File: src/rtl/dma_burst_pkg.sv
package dma_burst_pkg;
  typedef enum logic [1:0] {
    ST_IDLE = 2'd0,
    ST_PLAN = 2'd1,
    ST_CMD  = 2'd2,
    ST_XFER = 2'd3
  } dbs_state_e;
endpackage

File: src/rtl/dbs_len_calc.sv
module dbs_len_calc #(
  parameter int ADDR_W    = 32,
  parameter int BEAT_W    = 15,
  parameter int LEN_W     = 5,
  parameter int CFG_W     = 5,
  parameter int MAX_BURST = 16,
  parameter int PAGE_W    = 12,
  parameter int OFF_W     = 2
) (
  input  logic [CFG_W-1:0]  cfg_len,
  input  logic [ADDR_W-1:0] addr,
  input  logic [BEAT_W-1:0] rem,
  input  logic              pad_en,
  output logic [LEN_W-1:0]  len,
  output logic [LEN_W-1:0]  pad,
  output logic [LEN_W-1:0]  data
);
  localparam int ROOM_W     = PAGE_W - OFF_W + 1;
  localparam int PAGE_WORDS = 1 << (PAGE_W - OFF_W);

  logic [LEN_W-1:0]  max_len;
  logic [LEN_W-1:0]  short_n;
  logic [ROOM_W-1:0] room;

  always_comb begin
    if (cfg_len == '0)
      max_len = LEN_W'(1);
    else if (int'(cfg_len) > MAX_BURST)
      max_len = LEN_W'(MAX_BURST);
    else
      max_len = LEN_W'(cfg_len);

    room = ROOM_W'(PAGE_WORDS) - ROOM_W'(addr[PAGE_W-1:OFF_W]);

    if (rem < BEAT_W'(max_len))
      short_n = LEN_W'(rem);
    else
      short_n = max_len;

    if (ROOM_W'(short_n) > room) begin
      len  = LEN_W'(1);
      pad  = '0;
      data = LEN_W'(1);
    end else begin
      len  = short_n;
      pad  = '0;
      data = short_n;
      if (pad_en && (short_n < max_len) && (ROOM_W'(max_len) <= room)) begin
        len = max_len;
        pad = max_len - short_n;
      end
    end
  end
endmodule

File: src/rtl/dbs_beat_seq.sv
module dbs_beat_seq #(
  parameter int LEN_W = 5
) (
  input  logic             clk,
  input  logic             rst,
  input  logic             start,
  input  logic [LEN_W-1:0] len,
  input  logic [LEN_W-1:0] pad,
  output logic             beat_valid,
  output logic             beat_pad,
  output logic             idle
);
  logic [LEN_W-1:0] cnt;
  logic [LEN_W-1:0] pad_q;

  always_ff @(posedge clk) begin
    if (rst) begin
      cnt        <= '0;
      pad_q      <= '0;
      beat_valid <= 1'b0;
      beat_pad   <= 1'b0;
    end else begin
      if (start) begin
        cnt   <= len;
        pad_q <= pad;
      end else if (cnt != '0) begin
        cnt <= cnt - LEN_W'(1);
      end
      beat_valid <= !start && (cnt != '0);
      beat_pad   <= !start && (cnt != '0) && (cnt <= pad_q);
    end
  end

  assign idle = (cnt == '0) && !beat_valid;

  // once padding starts in a burst, every later beat of that burst is padding
  assert_pad_tail_R11: assert property (@(posedge clk) disable iff (rst)
    (beat_valid && beat_pad) |=> (!beat_valid || beat_pad));
endmodule

File: src/rtl/dma_burst_splitter.sv
module dma_burst_splitter
  import dma_burst_pkg::*;
#(
  parameter int ADDR_W    = 32,
  parameter int BYTES_W   = 16,
  parameter int DATA_W    = 32,
  parameter int CFG_W     = 5,
  parameter int MAX_BURST = 16,
  parameter int PAGE_W    = 12
) (
  input  logic              clk,
  input  logic              rst,
  input  logic [CFG_W-1:0]  cfg_max_len,
  input  logic              cfg_pktbuf,
  input  logic              cfg_pad_tx,
  input  logic              cfg_pad_rx,
  input  logic              tx_en,
  input  logic              rx_en,
  input  logic              req_valid,
  output logic              req_ready,
  input  logic [ADDR_W-1:0] req_addr,
  input  logic [BYTES_W-1:0] req_bytes,
  input  logic              req_is_tx,
  output logic              cmd_valid,
  input  logic              cmd_ready,
  output logic [ADDR_W-1:0] cmd_addr,
  output logic [$clog2(MAX_BURST+1)-1:0] cmd_len,
  output logic [$clog2(MAX_BURST+1)-1:0] cmd_pad,
  output logic              cmd_write,
  input  logic              cmd_done,
  output logic              beat_valid,
  output logic              beat_pad
);
  localparam int OFF_W  = $clog2(DATA_W / 8);
  localparam int BEAT_W = BYTES_W - OFF_W + 1;
  localparam int LEN_W  = $clog2(MAX_BURST + 1);
  localparam int ROOM_W = PAGE_W - OFF_W + 1;

  dbs_state_e        state;
  logic [ADDR_W-1:0] cur_addr;
  logic [BEAT_W-1:0] rem;
  logic              dir_tx;
  logic              done_seen;
  logic [LEN_W-1:0]  data_q;
  logic [LEN_W-1:0]  nxt_len, nxt_pad, nxt_data;
  logic [BYTES_W:0]  bytes_rnd;
  logic [BEAT_W-1:0] rem_init;
  logic              dir_en, pad_on, seq_idle, seq_start, finish;

  assign bytes_rnd = {1'b0, req_bytes} + (BYTES_W+1)'((1 << OFF_W) - 1);
  assign rem_init  = BEAT_W'(bytes_rnd >> OFF_W);
  assign dir_en    = dir_tx ? tx_en : rx_en;
  assign pad_on    = cfg_pktbuf && (dir_tx ? cfg_pad_tx : cfg_pad_rx);
  assign req_ready = (state == ST_IDLE);
  assign seq_start = (state == ST_CMD) && cmd_valid && cmd_ready;
  assign finish    = (state == ST_XFER) && seq_idle && (done_seen || cmd_done);

  dbs_len_calc #(
    .ADDR_W(ADDR_W), .BEAT_W(BEAT_W), .LEN_W(LEN_W), .CFG_W(CFG_W),
    .MAX_BURST(MAX_BURST), .PAGE_W(PAGE_W), .OFF_W(OFF_W)
  ) u_calc (
    .cfg_len(cfg_max_len), .addr(cur_addr), .rem(rem), .pad_en(pad_on),
    .len(nxt_len), .pad(nxt_pad), .data(nxt_data)
  );

  dbs_beat_seq #(.LEN_W(LEN_W)) u_seq (
    .clk(clk), .rst(rst), .start(seq_start), .len(cmd_len), .pad(cmd_pad),
    .beat_valid(beat_valid), .beat_pad(beat_pad), .idle(seq_idle)
  );

  always_ff @(posedge clk) begin
    if (rst) begin
      state     <= ST_IDLE;
      cur_addr  <= '0;
      rem       <= '0;
      dir_tx    <= 1'b0;
      done_seen <= 1'b0;
      data_q    <= '0;
      cmd_valid <= 1'b0;
      cmd_addr  <= '0;
      cmd_len   <= '0;
      cmd_pad   <= '0;
      cmd_write <= 1'b0;
    end else begin
      case (state)
        ST_IDLE: begin
          if (req_valid) begin
            cur_addr <= req_addr;
            rem      <= rem_init;
            dir_tx   <= req_is_tx;
            if (rem_init != '0) state <= ST_PLAN;
          end
        end
        ST_PLAN: begin
          if (!dir_en) begin
            state <= ST_IDLE;
          end else begin
            cmd_valid <= 1'b1;
            cmd_addr  <= cur_addr;
            cmd_len   <= nxt_len;
            cmd_pad   <= nxt_pad;
            cmd_write <= !dir_tx;
            data_q    <= nxt_data;
            state     <= ST_CMD;
          end
        end
        ST_CMD: begin
          if (cmd_ready) begin
            cmd_valid <= 1'b0;
            done_seen <= 1'b0;
            state     <= ST_XFER;
          end
        end
        ST_XFER: begin
          if (cmd_done) done_seen <= 1'b1;
          if (finish) begin
            cur_addr <= cur_addr + (ADDR_W'(data_q) << OFF_W);
            rem      <= rem - BEAT_W'(data_q);
            if ((rem == BEAT_W'(data_q)) || !dir_en) state <= ST_IDLE;
            else state <= ST_PLAN;
          end
        end
        default: state <= ST_IDLE;
      endcase
    end
  end

  assert_len_bounds_R1: assert property (@(posedge clk) disable iff (rst)
    cmd_valid |-> (cmd_len != '0) && (int'(cmd_len) <= MAX_BURST));

  assert_page_guard_R4: assert property (@(posedge clk) disable iff (rst)
    cmd_valid |-> (ROOM_W'(cmd_addr[PAGE_W-1:OFF_W]) + ROOM_W'(cmd_len)
                   <= ROOM_W'(1 << (PAGE_W - OFF_W))));

  assert_pad_below_len_R5: assert property (@(posedge clk) disable iff (rst)
    cmd_valid |-> (cmd_pad < cmd_len));

  assert_single_outstanding_R9: assert property (@(posedge clk) disable iff (rst)
    beat_valid |-> !cmd_valid);

  assert_cmd_hold_R12: assert property (@(posedge clk) disable iff (rst)
    (cmd_valid && !cmd_ready) |=> (cmd_valid && $stable(cmd_addr)
                                   && $stable(cmd_len) && $stable(cmd_pad)));
endmodule

File: config.mk
export PLATFORM = sky130hd
export DESIGN_NAME = dma_burst_splitter
export DESIGN_NICKNAME = d
export VERILOG_FILES = /design/src/rtl/dma_burst_pkg.sv /design/src/rtl/dbs_len_calc.sv /design/src/rtl/dbs_beat_seq.sv /design/src/rtl/dma_burst_splitter.sv
export SDC_FILE = /design/constraint.sdc
export NUM_CORES = 1
export LEC_CHECK = 0
export BUFFER_PORTS_ARGS = -buffer_cell sky130_fd_sc_hd__buf_2
export CORE_UTILIZATION = 40
export CTS_BUF_LIST = sky130_fd_sc_hd__clkbuf_8
export CTS_CLUSTER_SIZE = 20
export DETAILED_ROUTE_END_ITERATION = 10
export GPL_ROUTABILITY_DRIVEN = 0
export HOLD_SLACK_MARGIN = 0.08
export PLACE_DENSITY = 0.71
export RECOVER_POWER = 100
export SLEW_MARGIN = 20
export SYNTH_ARGS = -nofsm -noshare
export SYNTH_HDL_FRONTEND = slang
export SYNTH_SLANG_ARGS = --single-unit
export TNS_END_PERCENT = 50
File: constraint.sdc
create_clock -name clk -period 5.86 [get_ports clk]
set_clock_uncertainty 0.1 [all_clocks]
set_input_delay 1.465 -clock clk [delete_from_list [all_inputs] [get_ports clk]]
set_output_delay 1.465 -clock clk [all_outputs]
set_load 0.01 [all_outputs]
==> results.tsv, run 1 <==
metric	value	unit
synth_edf_count	0	
reg2reg_depth	7	
synth_async_sr_flop_share	0	
dieArea	17440	um^2
outcome	complete, but fails checks	
clk_latency	390	ps
portBuffers	110	
grt_max_degree	65	
wl_met3	1090	um
cp-startpoint	cfg_max_len[4]	
hp-start	u_seq.pad_q[1]	
critPathTopFamily	compound AO/OA/AOI/OAI gates	
p_clk_frac	0.246	
slowest_stage	nor2_2	
vias	6714	
drc	0	
p_leak	2.926	nW
ys.warnings.count	0	
crit_path_end_kind	register	
cp.required	5930	ps
wl_met1	9212	um
power_density	318.6	nW/um^2
timing.fmax	186.5	MHz
drt-total-wl	18760	um
min_period	5362	ps
ant_nets	0	
grt.total_usage	0.2166	
drive_gt1_frac	0.1087	
ctsHoldBuffers	0	
path_cells	buf_2, inv_1, nand2_1, ha_1, a21o_1, o311a_1, nor2_2, nor2_1, a21oi_1, inv_1, ha_1, maj3_1, maj3_1, nand3_1, a311oi_1, o21ai_0, mux2i_1, a211oi_1	
r2r_slack	800	ps
dr.max_layer_used	met4	
min_period_over_period	0.9150	
ys_ff_latch	112	
cts_resized	0	
seq_area_frac_synth	0.3314	
synthAdderAreaFrac	0.07175	
post_cts_buffers	0	
wl_met2	8173	um
die_w	132.1	um
nNetsFinal	1090	
synth_top_family_by_area	simple AND/OR/NAND/NOR gates	
final_cell_area	7685	um^2
grt_overflow	0	
synth_cell_types	73	
cts_tree	built	
p_switching	917.5	uW
maxSlewHeadroom	-0.7227	
power_frac_comb	0.362	
synth.area.mux_share	0.01091	
std_cell_rows	47	
drv_slew	156	
setup_violations	0	
path_clk_slew	100	ps
arrival	5430	ps
syn_nets	1009	
wl_per_cell	15.45	um
cp.depth	18	
cellInternalPower	1.531	mW
hp-class	reg -> reg	
max-cap-violations	3	
antenna_found_initial	0	
synth-simple-area-share	0.2518	
slowest_delay	490	ps
dr.pass1.iters	7	
violations	max-capacitance violations, max-slew violations	
p_sw_frac	0.3748	
start_util	0.4095	
synth-xor-area-share	0.03624	
grt_pass1_vias	5994	
regToRegEndpoint	rem[14]	
netlist_instances	909	
die_height	132.1	um
htreeDepth	3	
worst_pin_slew	2584	ps
synth_flop_cell	dfxtp_1	
setup_tns	0	ps
core	16520	um^2
synth_compound_area_frac	0.2500	
crit_end	cmd_len[1]	
cp_num_buf_inv	3	
viasPerCell	5.530	
drt_iter0_markers	609	
antennaDiodeCount	0	
cts_buffer_depth	2	
cts_root_buf	clkbuf_8	
numCtsBuffers	9	
cp-start-kind	primary input	
seqPwrFrac	0.392	
grt_first_pass_wirelength	30710	um
placed_cell_area	7492	um^2
crit_type	in -> reg	
rsz0062_at_grt	no	
synth_area	6766	um^2
power	2.448	mW
syn2layout_area_growth	13.57	%
io_pins	111	
cp_max_fo	15	
place_hpwl	13660	um
syn_avg_cell_area	7.444	um^2
r2r_start	state[0]	
clock-sinks	112	
irDropWorstVdd	0.1337	mV
finalHoldViolCount	0	
worst reg2reg max path, cell delays in order (launching register included):
cell and delay [ps]:
dfxtp_1 660, and2_0 1950, nand2_1 570, nand2_1 790, buf_4 440, o21ai_0 150
a2bb2oi_1 180, nor2_1 50
sequential cells by signal, indices dropped and copies added (netlist names), named ones only:
| register | count |
|---|---|
| cmd_addr | 32 |
| cur_addr | 32 |
| rem | 15 |
| cmd_len | 5 |
| cmd_pad | 5 |
| data_q | 5 |
| u_seq.cnt | 5 |
| u_seq.pad_q | 5 |
| cmd_valid | 1 |
| cmd_write | 1 |
| dir_tx | 1 |
| done_seen | 1 |
| state | 1 |
| u_seq.beat_pad | 1 |
| u_seq.beat_valid | 1 |
layout by cell type (no fill, tap or decap), types with 11 or more instances in the layout:
cell      count
a211oi_1     24
a21o_1       12
a21oi_1     103
a31oi_1      11
and3_1       15
buf_2        62
clkbuf_1     50
dfxtp_1     112
ha_1         34
inv_1        33
nand2_1     172
nand3_1      11
nor2_1       80
nor3_1       31
o21ai_0      45
xnor2_1      16
xor2_1       12
power by group through the flow:
| stage | combinational (mW) | sequential [mW] | clock, mW |
|---|---|---|---|
| 2_1_floorplan | 0.668 | 0.938 | 0 |
| 3_3_place_gp | 0.870 | 0.970 | 0 |
| 3_5_place_dp | 0.886 | 0.972 | 0 |
| 4_1_cts | 0.891 | 0.954 | 0.613 |
| 5_1_grt | 0.998 | 0.975 | 0.639 |
| 6_report | 0.887 | 0.959 | 0.602 |
synth_stat cells (3+ instances only):
cell type / number / area (um^2)
a31oi_1: 11 / 68.82
nand4_1: 7 / 43.79
xnor2_1: 16 / 140.1
o211ai_1: 6 / 45.04
nor4_1: 10 / 62.56
and4_1: 4 / 35.03
o21ai_1: 3 / 15.01
and3_1: 15 / 93.84
ha_1: 34 / 425.4
nand3_1: 11 / 55.05
o2111ai_1: 3 / 26.28
nor2_1: 80 / 300.3
o31ai_1: 8 / 60.06
o22ai_1: 6 / 37.54
a211oi_1: 24 / 180.2
a311oi_1: 5 / 43.79
o21ai_0: 44 / 220.2
buf_1: 7 / 26.28
nand2_1: 173 / 649.4
xor2_1: 12 / 105.1
inv_1: 33 / 123.9
dfxtp_1: 112 / 2242
o21a_1: 6 / 45.04
nor2b_1: 10 / 62.56
a21o_1: 12 / 90.09
and2_1: 7 / 43.79
a21oi_1: 104 / 520.5
mux2i_1: 4 / 40.04
clkbuf_1: 43 / 161.4
a22oi_1: 6 / 45.04
nand2b_1: 3 / 18.77
mux2_2: 3 / 33.78
nor3_1: 31 / 155.2
o211a_1: 3 / 30.03
nor3b_1: 6 / 45.04
per-stage QoR:
step                hold WS, ps  setup slack (ps)  instances  utilization
finish                    360.8             498.3       1214       0.4651
global route              379.5             236.1       1214       0.4651
CTS                       358.7             780.3       1214       0.4694
detailed placement        343.5             372.5       1199       0.4534
global placement          338.1             424.0       1199       0.4534
floorplan                 332.1             544.5        909            -
cell families after synthesis:
group | Yosys count
simple gates | 373
compound gates | 266
flops | 112
buf+inv | 85
fa+ha+maj | 38
xor+xnor | 28
mux | 7
final cells by class:
cell class | instances | area [um^2]
inverter | 33 | 123.9
clock inverter | 6 | 140.1
sequential | 112 | 2242
timing repair buffer | 122 | 573.1
fill | 1677 | 8840
multi-input combinational | 712 | 4207
tap | 220 | 275.3
clock buffer | 9 | 123.9
how the worst min path moves through the flow:
stage                          end  slack, ps  depth (start not counted)
floorplan              cmd_addr[0]        330                          2
global placement       cmd_addr[0]        340                          2
detailed placement    cmd_addr[27]        340                          2
CTS                   cmd_addr[27]        360                          2
global route           cmd_addr[0]        380                          2
finish              u_seq.pad_q[1]        360                          2
metal layers:
layer	global-route usage	up-vias
met2	0.3336	212
li1	-	3388
met3	0.02768	17
met4	0.06266	0
met1	0.3144	3097
met5	0	-
(Power assumes the default switching activity.)
==> run 2: changes to the inputs <==
CORE_MARGIN = 2   (was not set)
==> run 2 against run 1 <==
  * The run still ends with max-capacitance violations, max-slew violations left
  * Combinational power decreased by 0.5%
  * Largest cell class unchanged
  * Critical endpoint is now cmd_pad[4]
  * Worst setup slack lost 6.0 ps
  * Critical path type unchanged
  * Worst hold slack lost 1.1 ps
  * Non-clock buffer count up 1
  * First-iteration DRC count is 13% lower
  * Sequential power decreased by 0.4%
  * Total power shrank 3.7%
  * Cell count is 0.16% higher
  * Via count grew 0.76%
  * Maximum frequency fell by 0.11%
  * Clock-buffer cell count stayed put
==> results.tsv, run 2 (synthesis gave the netlist of run 1 again) <==
metric	value	unit	change
min_path_cells	2		unchanged
arrival	5580	ps	+150 ps
viasPerCell	5.563		+0.59%
r2r_start	rem[2]		
slowest_stage	a2111oi_2		
placed_cell_area	7498	um^2	about the same
ctsHoldBuffers	0		unchanged
cellInternalPower	1.442	mW	-5.8%
antennaDiodeCount	0		unchanged
path_clk_slew	100	ps	about the same
grt_overflow	0		unchanged
irDropWorstVdd	0.1211	mV	-9.4%
dp_slack	307.9	ps	-64.58 ps
cts_resized	0		unchanged
rsz0062_at_grt	no		
std_cell_rows	47		unchanged
cp_max_fo	9		-6
cp_num_buf_inv	3		unchanged
p_clk_frac	0.220		-0.026
post_cts_buffers	0		unchanged
grt_first_pass_wirelength	29980	um	-2.4%
numCtsBuffers	9		unchanged
r2r_slack	1300	ps	+500 ps
seqPwrFrac	0.405		+0.013
p_sw_frac	0.3882		+0.01342
final.setup.worst_slack	492.3	ps	-5.980 ps
nNetsFinal	1091		+0.092%
syn2layout_area_growth	12.50	%	
most-common-layout-cells	nand2_1, dfxtp_1, a21oi_1		
final_common_cell	nand2_1		
final-instance-count-excl-fill	1216		+0.16%
clk_latency	400	ps	about the same
hold_end	u_seq.pad_q[1]		
power	2.358	mW	-3.7%
min_period	5368	ps	+5.980 ps
worst_pin_slew	3475	ps	+891.0 ps
drt-total-wl	18760	um	about the same
hp-class	reg -> reg		
cp-start-kind	primary input		
die_w	134.1	um	+1.5%
drc	0		unchanged
finalHoldViolCount	0		unchanged
drv_slew	115		-26%
cts_root_buf	clkbuf_8		
hp-start	u_seq.pad_q[1]		
start_util	0.4080		-0.001452
outcome	complete, but fails checks		
drive_gt1_frac	0.09940		-0.009254
core	16580	um^2	+0.36%
ant_nets	0		unchanged
power_frac_comb	0.375		+0.013
wl_per_cell	15.43	um	-0.12%
place_hpwl	13610	um	-0.35%
final_core_util	0.4590		-0.006025
critPathTopFamily	compound AO/OA/AOI/OAI gates		
portBuffers	110		unchanged
grt.total_usage	0.2055		-0.01116
power_density	309.7	nW/um^2	-2.8%
maxSlewHeadroom	-1.317		-0.5940
dieArea	17970	um^2	+3.1%
vias	6765		+0.76%
htreeDepth	3		unchanged
min_period_over_period	0.9160		+0.001020
crit_type	in -> reg		
timing.fmax	186.3	MHz	-0.11%
setup_tns	0	ps	unchanged
p_leak	2.902	nW	-0.81%
grt_pass1_vias	5995		+0.017%
max-cap-violations	2		-1
whs	359.7	ps	-1.108 ps
cp.required	6070	ps	+140 ps
grt_max_degree	77		+18%
antenna_found_initial	0		unchanged
clock-sinks	112		unchanged
crit_path_end_kind	register		
reg2reg_depth	13		+6
setup_violations	0		unchanged
dr.pass1.iters	6		-1
regToRegEndpoint	cmd_pad[4]		
io_pins	111		unchanged
dp_cells	1200		+0.083%
die_height	134.1	um	+1.5%
path_cells	buf_2, inv_1, nand2_1, ha_1, a21o_1, o311ai_2, a21oi_1, a21oi_1, inv_1, ha_1, nand3_1, nor2_1, o2111ai_1, a2111oi_2, o21ai_1, o31ai_1		
slowest_delay	760	ps	+270 ps
final_cell_area	7612	um^2	-0.94%
cts_buffer_depth	2		unchanged
violations	max-capacitance violations, max-slew violations		
p_switching	915.3	uW	-0.25%
drt_iter0_markers	527		-13%
top_regs	cmd_addr: 32 flops, cur_addr: 32 flops, rem: 15 flops		
cts_tree	built		
==> run 2: power by group through the flow <==
stage          Sequential, mW  Combinational (mW)  Clock [mW]
2_1_floorplan           0.938               0.668           0
3_3_place_gp            0.969               0.874           0
3_5_place_dp            0.969               0.884           0
4_1_cts                 0.951               0.890       0.531
5_1_grt                 0.970               0.999       0.561
6_report                0.955               0.883       0.519
==> run 2: final cells by class <==
cell class	count	area (um^2)
Clock buffer	9	123.9
Clock inverter	7	95.09
Fill cell	1726	8971
Inverter	33	123.9
Multi-Input combinational cell	712	4182
Sequential cell	112	2242
Tap cell	220	275.3
Timing Repair Buffer	123	570.5
==> run 2: tightest hold or removal path, delay by kind of cell (launching register included) <==
kind | cells | cell delay, ps
simple gates | 1 | 50
flops | 1 | 320
compound gates | 1 | 50
==> run 2: worst max path at each step <==
stage / start / to / slack [ps] / cells after the start
floorplan: cfg_max_len[1] / cmd_len[0] / 540 / 19
global placement: cfg_max_len[4] / cmd_len[0] / 420 / 18
detailed placement: cfg_max_len[4] / cmd_len[0] / 310 / 18
CTS: cfg_max_len[4] / cmd_len[0] / 730 / 18
global route: cfg_max_len[4] / cmd_len[4] / 210 / 19
finish: cfg_max_len[4] / cmd_pad[4] / 490 / 16
==> run 2: routing by layer <==
metal,up-vias,global-route usage,wire length (um),share of wire
met2,227,0.3100,8147,0.43
met3,40,0.02872,1123,0.060
met1,3111,0.2943,8931,0.48
met4,0,0.08538,562,0.030
li1,3387,-,-,-
met5,-,0,0,0
